$ cat config.mk
export PLATFORM = sky130hd
export DESIGN_NAME = acc24_core
export DESIGN_NICKNAME = d
export VERILOG_FILES = /design/src/rtl/acc24_pkg.sv /design/src/rtl/acc24_decode.sv /design/src/rtl/acc24_agu.sv /design/src/rtl/acc24_alu.sv /design/src/rtl/acc24_core.sv
export SDC_FILE = /design/constraint.sdc
export NUM_CORES = 1
export LEC_CHECK = 0
export ABC_AREA = 1
export BUFFER_PORTS_ARGS = -buffer_cell sky130_fd_sc_hd__buf_2
export CORE_MARGIN = 2
export CORE_UTILIZATION = 35
export CTS_CLUSTER_SIZE = 8
export DETAILED_ROUTE_END_ITERATION = 6
export HOLD_SLACK_MARGIN = 0.12
export SETUP_SLACK_MARGIN = 0.02
export SLEW_MARGIN = 25
export SYNTH_ARGS = -nofsm -noshare
export SYNTH_HDL_FRONTEND = slang
export SYNTH_HIERARCHICAL = 1
export SYNTH_SLANG_ARGS = --single-unit
$ cat constraint.sdc
create_clock -name clk -period 6.7 [get_ports clk]
set_clock_uncertainty 0.05 [all_clocks]
set_input_delay 1.005 -clock clk [delete_from_list [all_inputs] [get_ports clk]]
set_output_delay 1.005 -clock clk [all_outputs]
set_load 0.01 [all_outputs]
$ cat src/rtl/acc24_pkg.sv
package acc24_pkg;

   localparam int OPC_W = 8;

   localparam logic [OPC_W-1:0] OP_LDA  = 8'h00;
   localparam logic [OPC_W-1:0] OP_LDX  = 8'h04;
   localparam logic [OPC_W-1:0] OP_LDL  = 8'h08;
   localparam logic [OPC_W-1:0] OP_STA  = 8'h0C;
   localparam logic [OPC_W-1:0] OP_STX  = 8'h10;
   localparam logic [OPC_W-1:0] OP_STL  = 8'h14;
   localparam logic [OPC_W-1:0] OP_ADD  = 8'h18;
   localparam logic [OPC_W-1:0] OP_SUB  = 8'h1C;
   localparam logic [OPC_W-1:0] OP_COMP = 8'h28;
   localparam logic [OPC_W-1:0] OP_TIX  = 8'h2C;
   localparam logic [OPC_W-1:0] OP_JEQ  = 8'h30;
   localparam logic [OPC_W-1:0] OP_JGT  = 8'h34;
   localparam logic [OPC_W-1:0] OP_JLT  = 8'h38;
   localparam logic [OPC_W-1:0] OP_J    = 8'h3C;
   localparam logic [OPC_W-1:0] OP_JSUB = 8'h48;
   localparam logic [OPC_W-1:0] OP_RSUB = 8'h4C;
   localparam logic [OPC_W-1:0] OP_LDCH = 8'h50;
   localparam logic [OPC_W-1:0] OP_STCH = 8'h54;

   typedef enum logic [1:0] {
      CC_LT = 2'b00,
      CC_EQ = 2'b01,
      CC_GT = 2'b10
   } cc_t;

   typedef enum logic [3:0] {
      K_LOAD, K_STORE, K_ADD, K_SUB, K_COMP, K_TIX,
      K_JMP, K_JSUB, K_RSUB, K_LDCH, K_STCH, K_BAD
   } kind_t;

   typedef enum logic [1:0] {
      RS_A, RS_X, RS_L
   } rsel_t;

   typedef enum logic [1:0] {
      BC_ALW, BC_LT, BC_EQ, BC_GT
   } bcond_t;

   typedef struct packed {
      kind_t  kind;
      rsel_t  rsel;
      bcond_t bcond;
   } dec_t;

   typedef enum logic [2:0] {
      ST_FETCH, ST_DECODE, ST_READ, ST_EXEC, ST_WRITE, ST_HALT
   } state_t;

endpackage

$ cat src/rtl/acc24_decode.sv
module acc24_decode
   import acc24_pkg::*;
(
   input  logic [OPC_W-1:0] opcode,
   output dec_t             dec
);

   always_comb begin
      dec = '{kind: K_BAD, rsel: RS_A, bcond: BC_ALW};
      case (opcode)
         OP_LDA:  dec.kind = K_LOAD;
         OP_LDX:  begin dec.kind = K_LOAD;  dec.rsel = RS_X; end
         OP_LDL:  begin dec.kind = K_LOAD;  dec.rsel = RS_L; end
         OP_STA:  dec.kind = K_STORE;
         OP_STX:  begin dec.kind = K_STORE; dec.rsel = RS_X; end
         OP_STL:  begin dec.kind = K_STORE; dec.rsel = RS_L; end
         OP_ADD:  dec.kind = K_ADD;
         OP_SUB:  dec.kind = K_SUB;
         OP_COMP: dec.kind = K_COMP;
         OP_TIX:  dec.kind = K_TIX;
         OP_J:    dec.kind = K_JMP;
         OP_JLT:  begin dec.kind = K_JMP; dec.bcond = BC_LT; end
         OP_JEQ:  begin dec.kind = K_JMP; dec.bcond = BC_EQ; end
         OP_JGT:  begin dec.kind = K_JMP; dec.bcond = BC_GT; end
         OP_JSUB: dec.kind = K_JSUB;
         OP_RSUB: dec.kind = K_RSUB;
         OP_LDCH: dec.kind = K_LDCH;
         OP_STCH: dec.kind = K_STCH;
         default: ;
      endcase
   end

endmodule

$ cat src/rtl/acc24_agu.sv
module acc24_agu #(
   parameter int ADDR_W = 15
) (
   input  logic [ADDR_W-1:0] field,
   input  logic              idx_en,
   input  logic [ADDR_W-1:0] xlow,
   output logic [ADDR_W-1:0] ta
);

   always_comb begin
      ta = field + (idx_en ? xlow : '0);
   end

endmodule

$ cat src/rtl/acc24_alu.sv
module acc24_alu #(
   parameter int WORD_W     = 24,
   parameter int SIGNED_CMP = 1
) (
   input  logic [WORD_W-1:0] lhs,
   input  logic [WORD_W-1:0] rhs,
   input  logic              do_sub,
   output logic [WORD_W-1:0] res,
   output logic              lt,
   output logic              eq
);

   assign res = do_sub ? (lhs - rhs) : (lhs + rhs);
   assign eq  = (lhs == rhs);

   generate
      if (SIGNED_CMP != 0) begin : g_signed
         assign lt = ($signed(lhs) < $signed(rhs));
      end else begin : g_unsigned
         assign lt = (lhs < rhs);
      end
   endgenerate

endmodule

$ cat src/rtl/acc24_core.sv
module acc24_core
   import acc24_pkg::*;
#(
   parameter int WORD_W     = 24,
   parameter int BYTE_W     = 8,
   parameter int ADDR_W     = 15,
   parameter int SIGNED_CMP = 1
) (
   input  logic              clk,
   input  logic              rst_n,
   output logic [ADDR_W-1:0] mem_addr,
   output logic [BYTE_W-1:0] mem_wdata,
   output logic              mem_we,
   input  logic [BYTE_W-1:0] mem_rdata,
   output logic              halt
);

   localparam int NBYTES = WORD_W / BYTE_W;
   localparam int CNT_W  = $clog2(NBYTES + 1);
   localparam int FLD_W  = WORD_W - 1 - ADDR_W;

   generate
      if (WORD_W % BYTE_W != 0) begin : g_bad_word
         $error("word width must be a whole number of bytes");
      end
      if (FLD_W != OPC_W) begin : g_bad_fmt
         $error("opcode field must be exactly OPC_W bits");
      end
      if (ADDR_W <= CNT_W) begin : g_bad_addr
         $error("address width too small");
      end
   endgenerate

   state_t            state_q;
   logic [CNT_W-1:0]  cnt_q;
   logic [ADDR_W-1:0] pc_q, ta_q;
   logic [WORD_W-1:0] a_q, x_q, l_q, ir_q, mdr_q;
   cc_t               cc_q;

   dec_t              dec;
   logic [ADDR_W-1:0] ta_c;
   logic [ADDR_W-1:0] pc_inc;
   logic [ADDR_W-1:0] cnt_ext;
   logic [WORD_W-1:0] alu_lhs, alu_res;
   logic              alu_lt, alu_eq;
   logic              single;
   logic [CNT_W-1:0]  xfer_n;
   logic              take;
   logic [WORD_W-1:0] src_w;
   logic [BYTE_W-1:0] wbyte;

   acc24_decode u_dec (
      .opcode (ir_q[WORD_W-1 -: OPC_W]),
      .dec    (dec)
   );

   acc24_agu #(.ADDR_W(ADDR_W)) u_agu (
      .field  (ir_q[ADDR_W-1:0]),
      .idx_en (ir_q[ADDR_W]),
      .xlow   (x_q[ADDR_W-1:0]),
      .ta     (ta_c)
   );

   assign alu_lhs = (dec.kind == K_TIX) ? x_q : a_q;

   acc24_alu #(.WORD_W(WORD_W), .SIGNED_CMP(SIGNED_CMP)) u_alu (
      .lhs    (alu_lhs),
      .rhs    (mdr_q),
      .do_sub (dec.kind != K_ADD),
      .res    (alu_res),
      .lt     (alu_lt),
      .eq     (alu_eq)
   );

   assign pc_inc  = pc_q + ADDR_W'(NBYTES);
   assign cnt_ext = {{(ADDR_W-CNT_W){1'b0}}, cnt_q};
   assign single  = (dec.kind == K_LDCH) || (dec.kind == K_STCH);
   assign xfer_n  = single ? CNT_W'(1) : CNT_W'(NBYTES);

   always_comb begin
      case (dec.bcond)
         BC_LT:   take = (cc_q == CC_LT);
         BC_EQ:   take = (cc_q == CC_EQ);
         BC_GT:   take = (cc_q == CC_GT);
         default: take = 1'b1;
      endcase
   end

   always_comb begin
      case (dec.rsel)
         RS_X:    src_w = x_q;
         RS_L:    src_w = l_q;
         default: src_w = a_q;
      endcase
   end

   always_comb begin
      wbyte = '0;
      for (int i = 0; i < NBYTES; i++) begin
         if (cnt_q == CNT_W'(i)) begin
            wbyte = src_w[BYTE_W*(NBYTES-1-i) +: BYTE_W];
         end
      end
   end

   always_comb begin
      case (state_q)
         ST_FETCH:          mem_addr = pc_q + cnt_ext;
         ST_READ, ST_WRITE: mem_addr = ta_q + cnt_ext;
         default:           mem_addr = pc_q;
      endcase
   end

   assign mem_we    = (state_q == ST_WRITE);
   assign mem_wdata = single ? a_q[BYTE_W-1:0] : wbyte;
   assign halt      = (state_q == ST_HALT);

   always_ff @(posedge clk or negedge rst_n) begin
      if (!rst_n) begin
         state_q <= ST_FETCH;
         cnt_q   <= '0;
         pc_q    <= '0;
         ta_q    <= '0;
         a_q     <= '0;
         x_q     <= '0;
         l_q     <= '0;
         ir_q    <= '0;
         mdr_q   <= '0;
         cc_q    <= CC_LT;
      end else begin
         case (state_q)
            ST_FETCH: begin
               if (cnt_q != '0) begin
                  ir_q <= {ir_q[WORD_W-BYTE_W-1:0], mem_rdata};
               end
               if (cnt_q == CNT_W'(NBYTES)) begin
                  cnt_q   <= '0;
                  state_q <= ST_DECODE;
               end else begin
                  cnt_q <= cnt_q + 1'b1;
               end
            end

            ST_DECODE: begin
               ta_q    <= ta_c;
               pc_q    <= pc_inc;
               state_q <= ST_FETCH;
               case (dec.kind)
                  K_BAD: begin
                     pc_q    <= pc_q;
                     state_q <= ST_HALT;
                  end
                  K_LOAD, K_ADD, K_SUB, K_COMP, K_LDCH: state_q <= ST_READ;
                  K_TIX: begin
                     x_q     <= x_q + 1'b1;
                     state_q <= ST_READ;
                  end
                  K_STORE, K_STCH: state_q <= ST_WRITE;
                  K_JMP: begin
                     if (take) pc_q <= ta_c;
                  end
                  K_JSUB: begin
                     l_q  <= {{(WORD_W-ADDR_W){1'b0}}, pc_inc};
                     pc_q <= ta_c;
                  end
                  K_RSUB: pc_q <= l_q[ADDR_W-1:0];
                  default: ;
               endcase
            end

            ST_READ: begin
               if (cnt_q != '0) begin
                  mdr_q <= {mdr_q[WORD_W-BYTE_W-1:0], mem_rdata};
               end
               if (cnt_q == xfer_n) begin
                  cnt_q   <= '0;
                  state_q <= ST_EXEC;
               end else begin
                  cnt_q <= cnt_q + 1'b1;
               end
            end

            ST_EXEC: begin
               state_q <= ST_FETCH;
               case (dec.kind)
                  K_LOAD: begin
                     case (dec.rsel)
                        RS_X:    x_q <= mdr_q;
                        RS_L:    l_q <= mdr_q;
                        default: a_q <= mdr_q;
                     endcase
                  end
                  K_ADD, K_SUB:  a_q <= alu_res;
                  K_COMP, K_TIX: cc_q <= alu_lt ? CC_LT : (alu_eq ? CC_EQ : CC_GT);
                  K_LDCH:        a_q[BYTE_W-1:0] <= mdr_q[BYTE_W-1:0];
                  default: ;
               endcase
            end

            ST_WRITE: begin
               if (cnt_q == xfer_n - 1'b1) begin
                  cnt_q   <= '0;
                  state_q <= ST_FETCH;
               end else begin
                  cnt_q <= cnt_q + 1'b1;
               end
            end

            ST_HALT: state_q <= ST_HALT;

            default: state_q <= ST_HALT;
         endcase
      end
   end

endmodule

# Word-level counts from Yosys, hierarchy flattened
# Index checks and enable logic that the tools add are counted.
op_classes:
  n_addsub: 9
  multipliers: 0
  n_div: 0
  order_cmp: 1
  eq_ne: 56
  shift: 0
  mux: 38
  bitwise_logic: 1
  reduce_logical: 31
ops:
  columns: ["operator", "n"]
  rows:
  - ["24-bit 2-to-1 mux", 9]
  - ["24-bit one-hot mux with 2 select lines", 3]
  - ["15-bit one-hot mux with 4 select lines", 1]
  - ["8-bit by 6-bit equality test with 1-bit output (second input constant)", 6]
  - ["4-bit one-hot mux with 11 select lines", 1]
  - ["8-bit by 5-bit equality test with 1-bit output (second input constant)", 4]
  - ["8-bit by 7-bit equality test with 1-bit output (second input constant)", 4]
  - ["8-bit 2-to-1 mux", 4]
  - ["16-bit one-hot mux with 2 select lines", 1]
  - ["15-bit by 2-bit adder with 15-bit output", 2]
  - ["15-bit 2-to-1 mux", 2]
  - ["15-bit one-hot mux with 2 select lines", 1]
  - ["24-bit by 1-bit adder with 24-bit output (second input constant)", 1]
  - ["24-bit adder", 1]
  - ["24-bit equality test", 1]
  - ["24-bit less-than comparator", 1]
  - ["8-bit one-hot mux with 3 select lines", 1]
  - ["24-bit subtractor", 1]
  - ["4-bit by 3-bit equality test with 1-bit output (second input constant)", 4]
  - ["4-bit equality test (second input constant)", 4]
  - ["8-bit by 4-bit equality test with 1-bit output (second input constant)", 2]
  - ["15-bit adder", 1]
  - ["15-bit by 2-bit adder with 15-bit output (second input constant)", 1]
  - ["3-bit one-hot mux with 5 select lines", 1]
  - ["other kinds (35)", 79]
word_totals:
  regBits: 157
  latchBits: 0
  ramBits: 0
  rom_bits: 0
  wordCells: 147
  memories: 0

# Longest topological paths before layout
logic_depth:
  depth_word: 10
  depth_mapped: 32

# Modules after synthesis
# The synthesis kept the hierarchy.
modules_own_cells:
  columns: ["module", "instances", "cells_each", "area_each_um2", "seq_area_each_um2"]
  rows:
  - ["acc24_core", 1, 1411, 9721.8, 3928.8]
  - ["acc24_alu", 1, 756, 3703.6, 0.0]
  - ["acc24_agu", 1, 184, 952.2, 0.0]
  - ["acc24_decode", 1, 78, 352.8, 0.0]

# Worst setup path before layout
# No wires, ideal clock.
synth_path:
  path_type: "register -> register"
  startpoint: "register ir_q[19]"
  endpoint: "register a_q[20]"
  setup_ns: 0.130
  arrival_ns: 3.741
  setup_slack_ns: 2.779
  stages_incl_launch_ff: 28
  path_cell_list: "dfrtp_1 -> nand2_2 -> nor2_4 -> nand2_1 -> nand2_1 -> nor2_1 -> nand2_1 -> o21ai_1 -> inv_1 -> nor2_1 -> nand2_1 -> clkbuf_1 -> clkbuf_1 -> o21ai_0 -> inv_1 -> fa_1 -> inv_1 -> nand3_1 -> nand3_1 -> nand2_1 -> nand3_1 -> nand2_1 -> nand2_1 -> nand3_1 -> nand2_1 -> nand2_1 -> o211ai_1 -> o21ai_0"
synth_rtl:
  columns: ["element", "line", "rtl"]
  rows:
  - ["from (decl)", "acc24_core.sv:37", "logic [WORD_W-1:0] a_q, x_q, l_q, ir_q, mdr_q;"]
  - ["from (signal assigned)", "acc24_core.sv:134", "ir_q <= {ir_q[WORD_W-BYTE_W-1:0], mem_rdata};"]
  - ["to (signal assigned)", "acc24_core.sv:190", "default: a_q <= mdr_q;"]
  - ["to (signal assigned)", "acc24_core.sv:193", "K_ADD, K_SUB: a_q <= alu_res;"]
  - ["to (signal, indexed assignment)", "acc24_core.sv:195", "K_LDCH: a_q[BYTE_W-1:0] <= mdr_q[BYTE_W-1:0];"]
  - ["to (decl)", "acc24_core.sv:37", null]

==> metrics <==
core area around 42000 µm²; wire length of the first global-routing pass around 80000 µm; portion of the post-synthesis area used by sequential elements a little over a quarter; antenna violations before repair 3; total via count in the routed design 15399; flop and latch count out of synthesis roughly 160; violation count after the first detailed-route iteration around 1400; Cells after Synth between 2000 and 2500; average vias per placed instance slightly above 5; clock tree from TritonCTS yes; CTS HTree Levels 4; dominant cell type by area after synthesis sky130_fd_sc_hd__dfrtp_1; IO buf count 34; category of the critical setup timing path flip-flop to output port; Maximum Capacitance Violations 0; worst-path cell chain nor2_1 > nand2_1 > o21ai_0 > inv_1 > ha_1 > buf_4 > nor2_1 > a211oi_1 > o21ai_0 > a21oi_1 > buf_2; CP required between 5000 and 6000 ps; Leakage Power approximately 8.6 nW; Area contributors post-synth sky130_fd_sc_hd__dfrtp_1, sky130_fd_sc_hd__nand2_1, sky130_fd_sc_hd__inv_1; async set or reset register ratio after synthesis 100%; number of clock sinks seen by CTS 157; EDFF count, synth 0; critical-path cell with the highest stage delay sky130_fd_sc_hd__ha_1; number of nets in the final layout roughly 2500; io pins 35; later-pin clock latency in the skew report ~450 ps; Logic pwr share about two thirds; post-synthesis to final-layout area growth 7.77%; Max stage delay on crit path between 700 and 800 ps; GPL Wtd Cong around 0.97; launching element type of the critical path flip-flop; Netlist cell types 53; GRT met2 Usage between 30% and 40%; row cnt 75; power density cells roughly 500 nW/µm²; power share of the sequential group between 20% and 30%; kind of cell with the highest combined delay on the critical path compound AO/OA/AOI/OAI gates; internal power 0.00339 W; switching power total approximately 0.0045 W; Post-Syn Area ~15000 µm²; commonest register cell after synthesis sky130_fd_sc_hd__dfrtp_1; proportion of power drawn by the clock network about 13%; ranking of synthesized cells by instance count sky130_fd_sc_hd__nand2_1, sky130_fd_sc_hd__inv_1, sky130_fd_sc_hd__nor2_1, sky130_fd_sc_hd__o21ai_0, sky130_fd_sc_hd__dfrtp_1; maximum number of pins on one net before global-route repair 95; starting density of the core 35.3%; number of routed nets with antenna violations 0; tightest slew margin relative to the limit a little under two fifths; met3 routing resource usage after global routing 3.55%; Slew @ Worst Pin around 940 ps; overall routed net length 51300 µm; diodes inserted 0; DRC errors left 0; Num CTS Buffers 17; max-slew violations 0; Die Span X 209 µm; crit path buf inv count 3; data arrival time of the critical path between 4000 and 5000 ps; Final period util 76.8%; Final Critical Period between 5000 and 6000 ps; Layout Utilization a little under two fifths; Max Fclk roughly 200 MHz; post-cts repair resize count 0; number of search-and-repair iterations in the first detailed-routing pass 6; Routed WL per cell roughly 17 µm; Yosys top cell area share between 20% and 30%; average instance area after synthesis between 6 and 7 µm²; setup repair after global routing missed its margin no; Clock Path Buffers 2; number of nets produced by synthesis roughly 2500; die span in y 209 µm; worst vdd rail ir drop 0.171 mV; met1 usage in global routing 33.6%; count of warnings emitted by yosys 6; GRT Max-Usage Layer met2; layout cells sized above 1 around 6.2%; switching power as a share of total power between 50% and 60%; critical path endpoint category output port; outcome finished, final reports clean; hold buffer count at CTS 0; highest net fanout along the worst path 21; vias in the first global route 14129; overall global routing resource usage between 20% and 30%; clock-pin slew on the worst setup and hold paths around 70 ps; final hold viol count 0; aggregate negative setup slack 0 ps; class of the tightest hold or removal check flip-flop to flip-flop; Setup Buffers After CTS 0; number of setup violations in the final report 0; DIE AREA ~44000 µm²; most common cell in the netlist sky130_fd_sc_hd__nand2_1; Clock Root Buffer sky130_fd_sc_hd__clkbuf_16; HPWL Detailed a little over 40000 µm; Overflow after GRT 0; final-layout fill cell count around 4600
logic make-up after synthesis:
family / synth area share (%)
buf+inv: 13.0
compound gates: 15.6
simple gates: 35.3
flops: 26.7
fa+ha+maj: 6.57
xor+xnor: 2.56
mux: 0.297
state kept, by name, indices dropped and copies added, names as in the netlist:
signal	cells
l_q	24
pc_q	15
x_q	24
ir_q	24
mdr_q	24
a_q	24
cc_q	2
cnt_q	2
ta_q	15
state_q	3
per-layer routing:
metal | vias up | share of wire [%]
met4 | 4 | 2.4
met1 | 7168 | 46
met2 | 539 | 44
met5 | - | 0.043
li1 | 7630 | -
met3 | 58 | 6.9
stage by stage:
step	setup WS [ps]	area [µm²]	hold WS [ps]	cells	power, W
detailed placement	1720	15300	401	2931	0.00680
global placement	1810	15300	403	2931	0.00678
global route	1160	15900	438	2963	0.00864
finish	1550	15900	416	2963	0.00792
CTS	1710	15900	419	2963	0.00785
floorplan	2780	14700	384	2429	0.00523
tightest hold or removal path: stages, from the launching register on:
cell,delay (ps)
sky130_fd_sc_hd__dfrtp_1,340
sky130_fd_sc_hd__nand2_1,50
sky130_fd_sc_hd__nand2_1,50
placed cells by master (no fill, tap or decap), types with 5 or more instances in the layout:
master	n
sky130_fd_sc_hd__nand2_1	778
sky130_fd_sc_hd__inv_1	390
sky130_fd_sc_hd__nor2_1	231
sky130_fd_sc_hd__o21ai_0	178
sky130_fd_sc_hd__dfrtp_1	157
sky130_fd_sc_hd__nand3_1	125
sky130_fd_sc_hd__a21oi_1	100
sky130_fd_sc_hd__ha_1	71
sky130_fd_sc_hd__xor2_1	41
sky130_fd_sc_hd__nand4_1	33
sky130_fd_sc_hd__buf_2	33
sky130_fd_sc_hd__o21ai_1	30
sky130_fd_sc_hd__o211ai_1	26
sky130_fd_sc_hd__o22ai_1	24
sky130_fd_sc_hd__nor2_2	18
sky130_fd_sc_hd__nand2_2	17
sky130_fd_sc_hd__clkbuf_16	17
sky130_fd_sc_hd__nor3_1	15
sky130_fd_sc_hd__a22oi_1	13
sky130_fd_sc_hd__a31oi_1	13
sky130_fd_sc_hd__buf_4	13
sky130_fd_sc_hd__inv_2	9
sky130_fd_sc_hd__a211oi_1	7
sky130_fd_sc_hd__nand3_2	6
sky130_fd_sc_hd__nor2_4	6
sky130_fd_sc_hd__and2_1	6
sky130_fd_sc_hd__clkinvlp_4	5
power groups by stage:
stage / Combinational [W] / Sequential (W) / Clock, W
floorplan: 0.00369 / 0.00154 / 0
global placement: 0.00506 / 0.00172 / 0
detailed placement: 0.00508 / 0.00173 / 0
CTS: 0.00511 / 0.00172 / 0.00102
global route: 0.00581 / 0.00177 / 0.00106
finish: 0.00518 / 0.00173 / 0.00101
cell type report:
cell class	count	area, µm²	share of cell area, %
Clock buffer	18	429	2.70
Clock inverter	14	161	1.02
Inverter	403	1510	9.53
Multi-Input combinational cell	1785	8890	56.0
Sequential cell	157	3930	24.7
Tap cell	539	674	4.25
Timing Repair Buffer	47	274	1.73
path summary, 6_finish.rpt:
kind,start,endpoint,slack (ps),depth (start not counted)
max,ir_q[17],mem_wdata[4],1550,11
min,ta_q[14],ta_q[14],420,2
max reg2reg,ir_q[19],a_q[7],1720,21
min reg2reg,ta_q[14],ta_q[14],420,2
max in group asynchronous,rst_n,a_q[21],4550,2
min in group asynchronous,rst_n,cc_q[1],570,1
Power figures use the tool's default switching activity.
